`src/rtl/prw_pkg.sv`:
```
package prw_pkg;

    // Smallest page is 8 bytes: 3 offset bits always ignored.
    localparam int MIN_PAGE_LG = 3;
    localparam int SEL_W       = 2;
    localparam int MAX_PAGE_LG = MIN_PAGE_LG + (1 << SEL_W) - 1;

    typedef enum logic [1:0] {
        ST_IDLE  = 2'd0,
        ST_DESEL = 2'd1,
        ST_WAIT  = 2'd2
    } prw_state_e;

    function automatic int offset_bits(input logic [SEL_W-1:0] sel);
        return MIN_PAGE_LG + int'(sel);
    endfunction

endpackage

```
`src/rtl/prw_page_cmp.sv`:
```
module prw_page_cmp
    import prw_pkg::*;
#(
    parameter int AW = 32
) (
    input  logic [AW-1:0]    a,
    input  logic [AW-1:0]    b,
    input  logic [SEL_W-1:0] sel,
    output logic             same_page
);

    logic [AW-1:0] care;
    logic [AW-1:0] diff;

    generate
        for (genvar i = 0; i < AW; i++) begin : g_care
            if (i < MIN_PAGE_LG) begin : g_off
                assign care[i] = 1'b0;
            end else begin : g_tag
                assign care[i] = (i >= offset_bits(sel));
            end
        end
    endgenerate

    assign diff      = (a ^ b) & care;
    assign same_page = ~|diff;

    // a page hit never spans the widest page boundary
    always_comb begin
        if (same_page) begin
            assert_tag_match_R4: assert (a[AW-1:MAX_PAGE_LG] == b[AW-1:MAX_PAGE_LG]);
        end
    end

endmodule

```
`src/rtl/prw_cfg_watch.sv`:
```
module prw_cfg_watch #(
    parameter int W = 10
) (
    input  logic         clk,
    input  logic         rst_n,
    input  logic [W-1:0] cfg,
    output logic         chg
);

    logic [W-1:0] cfg_d, cfg_q;

    always_comb begin
        cfg_d = cfg;
    end

    always_ff @(posedge clk) begin
        if (!rst_n) cfg_q <= '0;
        else        cfg_q <= cfg_d;
    end

    assign chg = (cfg != cfg_q);

endmodule

```
`src/rtl/prw_ctrl.sv`:
```
module prw_ctrl
    import prw_pkg::*;
#(
    parameter int AW = 32,
    parameter int DW = 32,
    parameter int WW = 4
) (
    input  logic             clk,
    input  logic             rst_n,
    input  logic             req,
    input  logic [AW-1:0]    addr,
    input  logic             other_cycle,
    input  logic [SEL_W-1:0] cfg_page_sel,
    input  logic [WW-1:0]    cfg_norm_wait,
    input  logic [WW-1:0]    cfg_page_wait,
    input  logic [DW-1:0]    rom_data_i,
    output logic             rom_cs,
    output logic             rom_oe,
    output logic             rdy,
    output logic [DW-1:0]    rdata
);

    localparam int CFG_W = SEL_W + 2 * WW;

    typedef struct packed {
        prw_state_e       st;
        logic [WW-1:0]    cnt;
        logic [AW-1:0]    cur;
        logic [AW-1:0]    prev;
        logic             valid;
        logic             stale;
        logic             cs;
        logic             oe;
        logic             rdy;
        logic [DW-1:0]    data;
    } regs_t;

    regs_t r_d, r_q;

    logic cfg_chg;
    logic tag_hit;
    logic hit_eff;
    logic kill;

    prw_cfg_watch #(.W(CFG_W)) u_cfg_watch (
        .clk   (clk),
        .rst_n (rst_n),
        .cfg   ({cfg_page_sel, cfg_norm_wait, cfg_page_wait}),
        .chg   (cfg_chg)
    );

    prw_page_cmp #(.AW(AW)) u_page_cmp (
        .a         (addr),
        .b         (r_q.prev),
        .sel       (cfg_page_sel),
        .same_page (tag_hit)
    );

    assign kill    = other_cycle | cfg_chg;
    assign hit_eff = r_q.valid & ~kill & tag_hit;

    always_comb begin
        r_d     = r_q;
        r_d.rdy = 1'b0;
        unique case (r_q.st)
            ST_IDLE: begin
                if (kill) r_d.valid = 1'b0;
                if (req) begin
                    r_d.cur   = addr;
                    r_d.stale = 1'b0;
                    if (hit_eff) begin
                        r_d.cnt = cfg_page_wait;
                        r_d.st  = ST_WAIT;
                    end else begin
                        r_d.cnt   = cfg_norm_wait;
                        r_d.st    = ST_DESEL;
                        r_d.valid = 1'b0;
                    end
                end
            end
            ST_DESEL: begin
                if (kill) r_d.stale = 1'b1;
                r_d.st = ST_WAIT;
            end
            ST_WAIT: begin
                if (kill) r_d.stale = 1'b1;
                if (r_q.cnt == '0) begin
                    r_d.rdy   = 1'b1;
                    r_d.data  = rom_data_i;
                    r_d.prev  = r_q.cur;
                    r_d.valid = ~(r_q.stale | kill);
                    r_d.st    = ST_IDLE;
                end else begin
                    r_d.cnt = r_q.cnt - 1'b1;
                end
            end
            default: r_d.st = ST_IDLE;
        endcase
        r_d.cs = (r_d.st == ST_WAIT) || (r_d.st == ST_IDLE && r_d.valid);
        r_d.oe = r_d.cs;
    end

    always_ff @(posedge clk) begin
        if (!rst_n) begin
            r_q       <= '0;
            r_q.st    <= ST_IDLE;
        end else begin
            r_q       <= r_d;
        end
    end

    assign rom_cs = r_q.cs;
    assign rom_oe = r_q.oe;
    assign rdy    = r_q.rdy;
    assign rdata  = r_q.data;

    assert_rdy_pulse_R8: assert property (@(posedge clk) disable iff (!rst_n)
        rdy |=> !rdy);

    assert_rdata_R8: assert property (@(posedge clk) disable iff (!rst_n)
        $rose(rdy) |-> rdata == $past(rom_data_i));

    assert_offpage_desel_R3: assert property (@(posedge clk) disable iff (!rst_n)
        (r_q.st == ST_IDLE && req && !hit_eff) |=> (!rom_cs && !rom_oe));

    assert_onpage_keep_R7: assert property (@(posedge clk) disable iff (!rst_n)
        (r_q.st == ST_IDLE && req && hit_eff) |=> (rom_cs && rom_oe));

    assert_other_drop_R5: assert property (@(posedge clk) disable iff (!rst_n)
        (r_q.st == ST_IDLE && other_cycle && !req) |=> !rom_cs);

    assert_cfg_drop_R6: assert property (@(posedge clk) disable iff (!rst_n)
        (r_q.st == ST_IDLE && cfg_chg && !req) |=> !rom_cs);

    assert_rdy_selected_R2: assert property (@(posedge clk) disable iff (!rst_n)
        rdy |-> $past(rom_cs));

endmodule

```
`config.mk`:
```
export PLATFORM = sky130hd
export DESIGN_NAME = prw_ctrl
export DESIGN_NICKNAME = d
export VERILOG_FILES = /design/src/rtl/prw_pkg.sv /design/src/rtl/prw_page_cmp.sv /design/src/rtl/prw_cfg_watch.sv /design/src/rtl/prw_ctrl.sv
export SDC_FILE = /design/constraint.sdc
export NUM_CORES = 1
export LEC_CHECK = 0
export ABC_AREA = 0
export BUFFER_PORTS_ARGS = -buffer_cell sky130_fd_sc_hd__buf_4
export CAP_MARGIN = 10
export CORE_ASPECT_RATIO = 0.8
export CORE_MARGIN = 1.5
export CORE_UTILIZATION = 40
export CTS_CLUSTER_DIAMETER = 150
export DETAILED_ROUTE_END_ITERATION = 8
export SLEW_MARGIN = 20
export SYNTH_ARGS = -nofsm -noshare
export SYNTH_HDL_FRONTEND = slang
export SYNTH_SLANG_ARGS = --single-unit
```
`constraint.sdc`:
```
create_clock -name clk -period 4.7 [get_ports clk]
set_input_delay 0.47 -clock clk [delete_from_list [all_inputs] [get_ports clk]]
set_output_delay 0.47 -clock clk [all_outputs]
set_load 0.02 [all_outputs]
```
==> reports/metrics.csv, run 1 <==
stage,metric,value,unit
outcome,status,finished clean,
worst_hold_path,Hold Crit Endpoint,u_cfg_watch.cfg_q[1]$_SDFF_PN0_,
setup_path,"Slowest-stage cell, CP",buf_4,
die,site row count,35,
sta,fmax,402,MHz
sta,Max Clock Skew,0.00825,ns
place,PortBufs,109,
die,Die W,124,um
route,DRT Pass-1 Iters,4,
global_routing,Overflow after GRT,0,
cells_and_area,final cell count without fillers,785,
synth,Avg Inst Size Synth,8.17,um^2
sta,Final Slew Violations,0,
setup_path,crit-path max FO,48,
setup_path,endpoint type of the worst setup path,register,
global_routing,antenna violations before repair,0,
clock_network,root buf cell,clkbuf_16,
sta,slew margin rel.,55.2,%
clock_network,count of clock tree sinks,110,
worst_hold_path,HP Class,in2reg,
power_and_ir_drop,static leakage,0.00229,uW
global_routing,Total GRT Usage,17.8,%
setup_path,Worst Path Required,4.93,ns
clock_network,CTS resizes,0,
route,aggregate routed wire length,10900,um
job,Max-Cap Viols,0,
place,post-DP HPWL,7280,um
synth,synthesized instance count,572,
setup_path,FF-to-FF path depth,9,
clock_network,deepest clock path buffer count,2,
synth,Post-Syn Area,4670,um^2
synth,main flop type after synthesis,dfxtp_1,
global_routing,global-route wire length before repair,17200,um
sta,final setup violation count,0,
synth,synth warn,0,
synth,Synth Net Count,655,
route,DRT antenna net count,0,
cells_and_area,Final Core Density,49.3,%
sta,Final period util,52.9,%
setup_path,Worst Setup Start Kind,register,
synth,"FFs w/ async S/R, synth",0,%
power_and_ir_drop,Worst VDD drop,0.167,mV
sta,Hold Fails Final Rpt,0,
clock_network,total CTS buffers,9,
route,initial DRC count,168,
synth,"FF+latch count, synth",110,
synth,Netlist cell types,43,
route,wire per inst,13.9,um
clock_network,hold_buf cts,0,
clock_network,clock latency on the worst-skew pair,0.34,ns
cells_and_area,layout cells sized above 1,21.5,%
power_and_ir_drop,total power,1960,uW
global_routing,vias in the first global route,3642,
place,GPL Wtd Cong,0.765,
setup_path,worst reg2reg path startpoint,r_q[101]$_SDFFE_PN0P_,
setup_path,worst-path cell chain,inv_1 > ha_1 > nor3b_1 > nand2_2 > buf_4 > nor2_1 > a22o_1 > a41o_1 > o221a_1,
setup_path,kind of critical path,reg2reg,
global_routing,largest net degree at the start of global routing,67,
cells_and_area,Syn-to-layout area delta,20.5,%
die,IO Pins,113,
synth,"Seq/Total Area, Yosys",47.1,%
die,CORE AREA,11400,um^2
route,Via Count,3803,
sta,final setup TNS,0,ns
setup_path,Worst EP arrival,2.72,ns
power_and_ir_drop,Cell Pwr Density,348,nW/um^2
cells_and_area,final net count,717,
die,Die Span Y,99.7,um
die,Initial Util,40.9,%
setup_path,"slowest stage delay, CP",0.53,ns
cells_and_area,Antenna diodes,0,
setup_path,flop-to-flop setup slack,2.21,ns
worst_hold_path,Hold Crit Start,cfg_page_wait[1],
route,DRC,0,
sta,fin crit period,2.49,ns
setup_path,R2R Path End,rom_oe$_SDFF_PN0_,
route,vias per cell,4.84,
die,Die ar.,12300,um^2
worst_hold_path,number of cells on the worst hold path,2,
clock_network,setup bufs post-CTS,0,
synth,Post-synth EDFFs,0,
clock_network,Worst-path clk slew,0.06,ns
sta,Worst Tran Pin Value,0.673,ns
sta,RSZ-0062 raised after global routing,no,
clock_network,TritonCTS clock tree,done,
clock_network,H-tree depth,3,
place,placed cells,771,
stage by stage:
stage	area [um^2]	worst slack (ns)	hold WS, ns
6_report	5630	2.21	0.357
5_1_grt	5630	2.04	0.357
4_1_cts	5630	2.18	0.344
3_5_place_dp	5370	2.04	0.442
3_3_place_gp	5370	2.07	0.435
2_1_floorplan	4670	2.50	0.432
routing by layer:
| metal | vias up | wire length [um] | global-route usage (%) |
|---|---|---|---|
| met5 | - | 0 | 0 |
| met4 | 0 | 121 | 5.31 |
| met3 | 10 | 574 | 4.64 |
| met2 | 86 | 5190 | 30.0 |
| met1 | 1760 | 5010 | 22.4 |
| li1 | 1947 | - | - |
registers in the layout, summed over array words and instances (netlist names):
name	flops
r_q	66
rdata	32
u_cfg_watch.cfg_q	10
rdy	1
rom_oe	1
worst max-delay path: cells and delay by family, from the launching register on:
kind                     cells  cell delay [ns]
AO/OA/AOI/OAI                3             0.63
buffers and inverters        2             0.60
flip-flops                   1             0.35
AND/OR/NAND/NOR              3             0.54
adder cells (fa/ha/maj)      1             0.24
kinds of logic after synthesis:
kind of cell    Yosys count  share of synthesized area, %
compound gates          113                          13.0
xor+xnor                 39                          7.31
fa+ha+maj                 5                          1.34
buf+inv                  71                          8.65
flops                   110                          47.1
mux                       5                          1.10
simple gates            229                          21.5
cell type report:
type                            count  area (um^2)
Fill cell                        1118         5800
Sequential cell                   110         2200
Multi-Input combinational cell    391         2080
Timing Repair Buffer              115          863
Clock buffer                       12          246
Tap cell                          148          185
Inverter                            7         40.0
Clock inverter                      2         10.0
power by group:
group          internal (uW)  switching (uW)
Sequential               976            25.9
Combinational            119             154
Clock                    367             318
cell usage after synthesis, types with 3 or more instances:
library cell | number | area share, %
a21oi_1 | 97 | 10
buf_4 | 33 | 5.3
xor2_1 | 31 | 5.8
buf_1 | 3 | 0.24
clkbuf_1 | 28 | 2.2
nand4_1 | 3 | 0.40
nand2b_1 | 3 | 0.40
nand2_1 | 185 | 15
nor4_1 | 7 | 0.94
mux2i_1 | 4 | 0.86
o22ai_1 | 3 | 0.40
and2_1 | 10 | 1.3
ha_1 | 5 | 1.3
xnor2_1 | 8 | 1.5
dfxtp_1 | 110 | 47
nor2_1 | 6 | 0.48
o21ai_0 | 3 | 0.32
inv_1 | 5 | 0.40
worst max-delay path by stage:
stage	start	end	slack, ns	depth (start not counted)
finish	r_q[101]$_SDFFE_PN0P_	rom_oe$_SDFF_PN0_	2.21	9
global route	r_q[102]$_SDFFE_PN0P_	rom_oe$_SDFF_PN0_	2.04	9
CTS	r_q[101]$_SDFFE_PN0P_	rom_oe$_SDFF_PN0_	2.18	9
global placement	cfg_page_sel[1]	r_q[103]$_SDFFE_PN0P_	2.07	7
floorplan	cfg_page_sel[1]	r_q[102]$_SDFFE_PN0P_	2.50	6
detailed placement	cfg_page_sel[1]	r_q[103]$_SDFFE_PN0P_	2.04	7
placed cells by master (no fill, tap or decap), drive strengths merged, types with 2 or more instances in the layout:
| cell | n |
|---|---|
| and3 | 2 |
| nor3b | 2 |
| nand2 | 185 |
| ha | 5 |
| clkinv | 2 |
| nand2b | 3 |
| and2 | 12 |
| xor2 | 31 |
| o21ai | 4 |
| dfxtp | 110 |
| nor3 | 3 |
| nand4 | 3 |
| xnor2 | 8 |
| a2bb2oi | 2 |
| inv | 6 |
| a21oi | 97 |
| mux2i | 4 |
| o22ai | 3 |
| buf | 115 |
| nand3 | 2 |
| nor2 | 6 |
| nor4 | 7 |
| clkbuf | 12 |
(Power assumes the default switching activity.)
==> run 2, diff against run 1 <==
ABC_AREA = 1   (was 0)
clock period = 2.28 ns   (was 4.7 ns; I/O delays follow)
==> run 2 against run 1 <==
Effect of this change:
- global-route usage up 1.1 points
- register-to-register slack worse by 1.9 ns
- synthesized cell count up 33%
- sequential power up 120%
- combinational power rose to 2.9 times the previous value
- largest power group unchanged
==> reports/metrics.csv, run 2 <==
stage,metric,value,unit
sta,Final Slew Violations,0,
synth,Avg Inst Size Synth,6.75,um^2
outcome,status,finished clean,
synth,Yosys top cell area share,42.7,%
sta,fmax,508,MHz
synth,synthesized instance count,763,
sta,final setup TNS,0,ns
cells_and_area,layout cells sized above 1,18.3,%
cells_and_area,"most common cell after layout, fill and taps aside",nand2_1,
clock_network,hold_buf cts,0,
die,IO Pins,113,
power_and_ir_drop,static leakage,0.00307,uW
synth,Synth area leader,dfxtp_1,
power_and_ir_drop,Worst VDD drop,0.330,mV
worst_hold_path,HP Class,in2reg,
synth,Netlist cell types,26,
place,post-DP HPWL,8820,um
die,CORE AREA,12400,um^2
die,Initial Util,41.6,%
synth,main area contributors after synthesis,"dfxtp_1 43%, nand2_1 11%, o21ai_0 9.4%, nor2_1 9.0%, inv_1 7.0%",
synth,"Seq/Total Area, Yosys",42.7,%
synth,Synth Net Count,846,
setup_path,kind of critical path,reg2reg,
synth,main flop type after synthesis,dfxtp_1,
cells_and_area,Finished Cell Area,6180,um^2
synth,Commonest cells post-synth,"155 x nand2_1, 124 x nor2_1, 110 x dfxtp_1",
sta,Final period util,86.4,%
sta,worst hold slack,0.0760,ns
synth,Post-synth EDFFs,0,
cells_and_area,Syn-to-layout area delta,19.9,%
sta,final setup violation count,0,
sta,Worst Tran Pin Value,0.515,ns
sta,slew margin rel.,65.7,%
global_routing,Overflow after GRT,0,
setup_path,crit-path max FO,26,
cells_and_area,final net count,910,
place,GPL Wtd Cong,0.808,
route,DRT Pass-1 Iters,4,
cells_and_area,max reg flops,66,
setup_path,Worst Setup Start Kind,register,
power_and_ir_drop,Cell Pwr Density,723,nW/um^2
cells_and_area,Biggest register,r_q,
place,placed cell area,5890,um^2
clock_network,count of clock tree sinks,110,
power_and_ir_drop,total power,4470,uW
sta,Hold Fails Final Rpt,0,
cells_and_area,Fillers,1216,
setup_path,Worst EP arrival,2.25,ns
clock_network,deepest clock path buffer count,2,
cells_and_area,most frequent cells in the layout,"155 x nand2_1, 124 x nor2_1, 113 x buf_4",
route,DRT antenna net count,0,
clock_network,total CTS buffers,9,
global_routing,global-route wire length before repair,20800,um
clock_network,setup bufs post-CTS,0,
clock_network,clock latency on the worst-skew pair,0.35,ns
sta,RSZ-0062 raised after global routing,no,
global_routing,vias in the first global route,4476,
worst_hold_path,number of cells on the worst hold path,3,
die,Die ar.,13600,um^2
synth,"count leader, synth",nand2_1,
sta,fin crit period,1.97,ns
die,site row count,36,
route,wire per inst,12.2,um
global_routing,largest net degree at the start of global routing,57,
clock_network,H-tree depth,3,
synth,Post-Syn Area,5150,um^2
synth,"FF+latch count, synth",110,
clock_network,TritonCTS clock tree,done,
setup_path,FF-to-FF path depth,10,
die,Die W,130,um
sta,Max Clock Skew,0.00677,ns
route,vias per cell,4.64,
setup_path,Worst Path Required,2.56,ns
cells_and_area,Antenna diodes,0,
synth,"FFs w/ async S/R, synth",0,%
global_routing,antenna violations before repair,0,
route,aggregate routed wire length,12200,um
setup_path,endpoint type of the worst setup path,register,
route,initial DRC count,337,
die,Die Span Y,105,um
clock_network,root buf cell,clkbuf_16,
place,PortBufs,109,
clock_network,Worst-path clk slew,0.08,ns
synth,synth warn,0,
clock_network,CTS resizes,0,
job,Max-Cap Viols,0,
route,Via Count,4658,
global_routing,Total GRT Usage,18.9,%
route,DRC,0,
-- run 2: changes by cell type in the layout (fill, tap and decap cells not counted), sizes merged, moves of 4 or more --
cell	delta
inv	+106
o21ai	+95
a21oi	-34
nand3	+12
nor2	+122
xnor2	-4
mux2i	-4
nand2	-27
and2	-12
xor2	-30
nor4	-7
-- run 2: through the flow --
stage / utilization [%] / std cells / worst slack, ns
global route: 49.9 / 1003 / 0.0933
detailed placement: 47.6 / 987 / 0.323
floorplan: - / 763 / 0.721
global placement: 47.6 / 987 / 0.437
finish: 49.9 / 1003 / 0.311
CTS: 49.9 / 1003 / 0.294
-- run 2: critical path: stages (launching register included) --
cell and delay [ns]:
dfxtp_1 0.40, inv_1 0.08, ha_1 0.26, inv_2 0.16, nor2_8 0.06, inv_2 0.07, buf_4 0.26, nand3_1 0.21
inv_1 0.15, o21ai_0 0.08, a21oi_1 0.16
-- run 2: power breakdown --
group / internal [uW] / switching [uW]
registers: 2070 / 82.5
logic: 320 / 466
clock network: 768 / 758
total: 3160 / 1310
-- run 2: final cells by class --
| class | instances | area, um^2 | area share, % |
|---|---|---|---|
| multi-input cells | 484 | 2190 | 35.4 |
| clock inverters | 7 | 62.6 | 1.01 |
| inverters | 107 | 402 | 6.50 |
| repair buffers | 115 | 888 | 14.4 |
| flip-flops and latches | 110 | 2200 | 35.6 |
| well taps | 171 | 214 | 3.46 |
| clock buffers | 9 | 225 | 3.64 |
-- run 2: logic make-up after synthesis --
family,after synthesis,share of synthesized area (%)
DFF,110,42.7
xor gates and xnor gates,5,0.850
and+or+nand+nor,310,24.3
adders and majority gates,5,1.21
buffers and inverters,169,14.9
AOI/OAI and AO/OA,164,16.1
-- run 2: final timing paths --
path                        start  slack [ns]                               to
max reg2reg   r_q[105]$_SDFF_PN0_        0.31            r_q[102]$_SDFFE_PN0P_
min              cfg_norm_wait[1]        0.08  u_cfg_watch.cfg_q[5]$_SDFF_PN0_
max           r_q[105]$_SDFF_PN0_        0.31            r_q[102]$_SDFFE_PN0P_
min reg2reg  r_q[49]$_SDFFE_PN0P_        0.46             r_q[49]$_SDFFE_PN0P_
-- run 2: layer usage --
| layer | vias up | GRT usage, % | wire, um |
|---|---|---|---|
| met5 | - | 0 | 0 |
| met1 | 2103 | 24.8 | 5690 |
| met4 | 0 | 4.52 | 130 |
| met2 | 86 | 30.9 | 5740 |
| li1 | 2458 | - | - |
| met3 | 11 | 5.14 | 666 |
==> run 3, diff against run 2 <==
BUFFER_PORTS_ARGS = not set   (was -buffer_cell sky130_fd_sc_hd__buf_4)
DONT_BUFFER_PORTS = 1   (was not set)
==> run 3 against run 2 <==
Effect of this change:
- non-clock buffer count decreased by 81
- largest cell class unchanged
- global-route usage down 0.66 points
- core utilization fell by 4.1 points
- sequential power increased by 2%
- critical path type unchanged
- sequential share of layout area up 3.2 points
- via count is 4.4% lower
- design area decreased by 8.1%
- fmax increased by 0.63%
- clock power is 17% higher
- clock-buffer cell count unchanged
- register-to-register slack is essentially flat
- sequential cell count is the same
==> reports/metrics.csv, run 3 (same netlist as run 2, synthesis figures left out) <==
stage,metric,value,unit
die,IO Pins,113,
place,post-DP HPWL,8080,um
cells_and_area,Fillers,1251,
setup_path,endpoint type of the worst setup path,register,
sta,worst hold slack,0.00914,ns
cells_and_area,Final Core Density,45.8,%
worst_hold_path,HP Class,in2reg,
route,Via Count,4454,
cells_and_area,layout cells sized above 1,5.73,%
place,placed cell area,5040,um^2
setup_path,worst reg2reg path startpoint,r_q[105]$_SDFF_PN0_,
die,Die ar.,13600,um^2
outcome,status,finished clean,
route,wire per inst,13.1,um
cells_and_area,Biggest register,r_q,
setup_path,WP buf/inv,5,
global_routing,largest net degree at the start of global routing,107,
power_and_ir_drop,static leakage,0.00265,uW
clock_network,total CTS buffers,9,
clock_network,deepest clock path buffer count,2,
die,site row count,36,
cells_and_area,final cell count without fillers,922,
sta,Final Slew Violations,0,
clock_network,clock latency on the worst-skew pair,0.35,ns
setup_path,"slowest stage delay, CP",0.40,ns
cells_and_area,final net count,830,
global_routing,vias in the first global route,4252,
sta,final setup violation count,0,
sta,RSZ-0062 raised after global routing,no,
clock_network,TritonCTS clock tree,done,
setup_path,FF-to-FF path depth,10,
die,CORE AREA,12400,um^2
clock_network,H-tree depth,3,
sta,final setup TNS,0,ns
setup_path,crit-path max FO,20,
die,Initial Util,41.6,%
power_and_ir_drop,Worst VDD drop,0.388,mV
worst_hold_path,Hold Crit Start,rom_data_i[3],
setup_path,Worst path top cell family by delay,buffers and inverters,
worst_hold_path,Hold Crit Endpoint,rdata[3]$_SDFFE_PN0P_,
clock_network,Worst-path clk slew,0.07,ns
global_routing,antenna violations before repair,0,
sta,fin crit period,1.96,ns
setup_path,Worst Setup Start Kind,register,
sta,Final period util,85.8,%
cells_and_area,most frequent cells in the layout,"155 x nand2_1, 124 x nor2_1, 110 x dfxtp_1",
global_routing,global-route wire length before repair,19600,um
setup_path,flop-to-flop setup slack,0.32,ns
sta,Max Clock Skew,0.00526,ns
sta,Hold Fails Final Rpt,0,
sta,Worst Tran Pin Value,0.439,ns
die,Die Span Y,105,um
worst_hold_path,number of cells on the worst hold path,2,
clock_network,CTS resizes,0,
setup_path,worst-path cell chain,inv_1 > ha_1 > inv_2 > nor2_8 > inv_2 > buf_4 > nand3_1 > inv_1 > o21ai_0 > a21oi_1,
power_and_ir_drop,Cell Pwr Density,807,nW/um^2
place,placed cells,877,
route,initial DRC count,290,
global_routing,Overflow after GRT,0,
sta,slew margin rel.,70.7,%
route,DRC,0,
place,GPL Wtd Cong,0.779,
job,Max-Cap Viols,0,
global_routing,Total GRT Usage,18.3,%
setup_path,kind of critical path,reg2reg,
clock_network,root buf cell,clkbuf_16,
clock_network,count of clock tree sinks,110,
route,vias per cell,4.83,
setup_path,R2R Path End,r_q[104]$_SDFFE_PN0P_,
route,aggregate routed wire length,12100,um
route,DRT antenna net count,0,
sta,fmax,511,MHz
setup_path,"Slowest-stage cell, CP",dfxtp_1,
cells_and_area,Syn-to-layout area delta,10.1,%
cells_and_area,"most common cell after layout, fill and taps aside",nand2_1,
setup_path,Worst Path Required,2.57,ns
route,DRT Pass-1 Iters,5,
cells_and_area,Antenna diodes,0,
die,Die W,130,um
setup_path,Worst EP arrival,2.25,ns
cells_and_area,max reg flops,66,
cells_and_area,Finished Cell Area,5680,um^2
place,PortBufs,0,
==> run 3: worst max path at each step <==
stage	from	to	slack (ns)	depth (start not counted)
4_1_cts	r_q[105]$_SDFF_PN0_	r_q[104]$_SDFFE_PN0P_	0.13	10
3_3_place_gp	r_q[101]$_SDFFE_PN0P_	r_q[102]$_SDFFE_PN0P_	0.25	12
5_1_grt	r_q[105]$_SDFF_PN0_	r_q[104]$_SDFFE_PN0P_	0.11	10
2_1_floorplan	r_q[101]$_SDFFE_PN0P_	rom_oe$_SDFF_PN0_	0.72	13
6_report	r_q[105]$_SDFF_PN0_	r_q[104]$_SDFFE_PN0P_	0.32	10
3_5_place_dp	r_q[105]$_SDFF_PN0_	r_q[104]$_SDFFE_PN0P_	0.18	10
==> run 3: metrics by stage <==
stage / total power [uW] / setup WS, ns
2_1_floorplan: 2720 / 0.721
3_3_place_gp: 2750 / 0.255
3_5_place_dp: 2780 / 0.184
4_1_cts: 4610 / 0.134
5_1_grt: 4810 / 0.105
6_report: 4580 / 0.323
==> run 3: metal layers <==
layer / global-route usage [%] / vias up / routed length, um / part of all wire, %
li1: - / 2297 / - / -
met1: 22.0 / 2028 / 5310 / 44
met2: 29.6 / 112 / 5710 / 47
met3: 7.25 / 17 / 877 / 7.3
met4: 6.03 / 0 / 197 / 1.6
met5: 0 / - / 0 / 0
==> run 3: area by class of cell <==
type,instances,area [um^2],area share [%]
clock buffers,9,225,3.97
well taps,171,214,3.77
inverters,107,402,7.08
repair buffers,34,325,5.73
clock inverters,6,111,1.96
multi-input cells,485,2200,38.7
flip-flops and latches,110,2200,38.8
==> run 3: power by group <==
part	switching, uW	internal (uW)
Sequential	137	2070
Clock	721	1070
Combinational	360	222
==> run 3: worst reg2reg max path: cells and delay by family (launching register included) <==
family | cells | cell delay, ns
buf+inv | 5 | 0.75
simple gates | 2 | 0.26
fa+ha+maj | 1 | 0.26
flops | 1 | 0.40
compound gates | 2 | 0.22
==> run 3: repair_timing <==
item	4_1_cts	5_1_grt
endpoints found under the hold margin	17	1
hold buffers	27	1
setup endpoints to repair	0	4
setup buffers	0	1
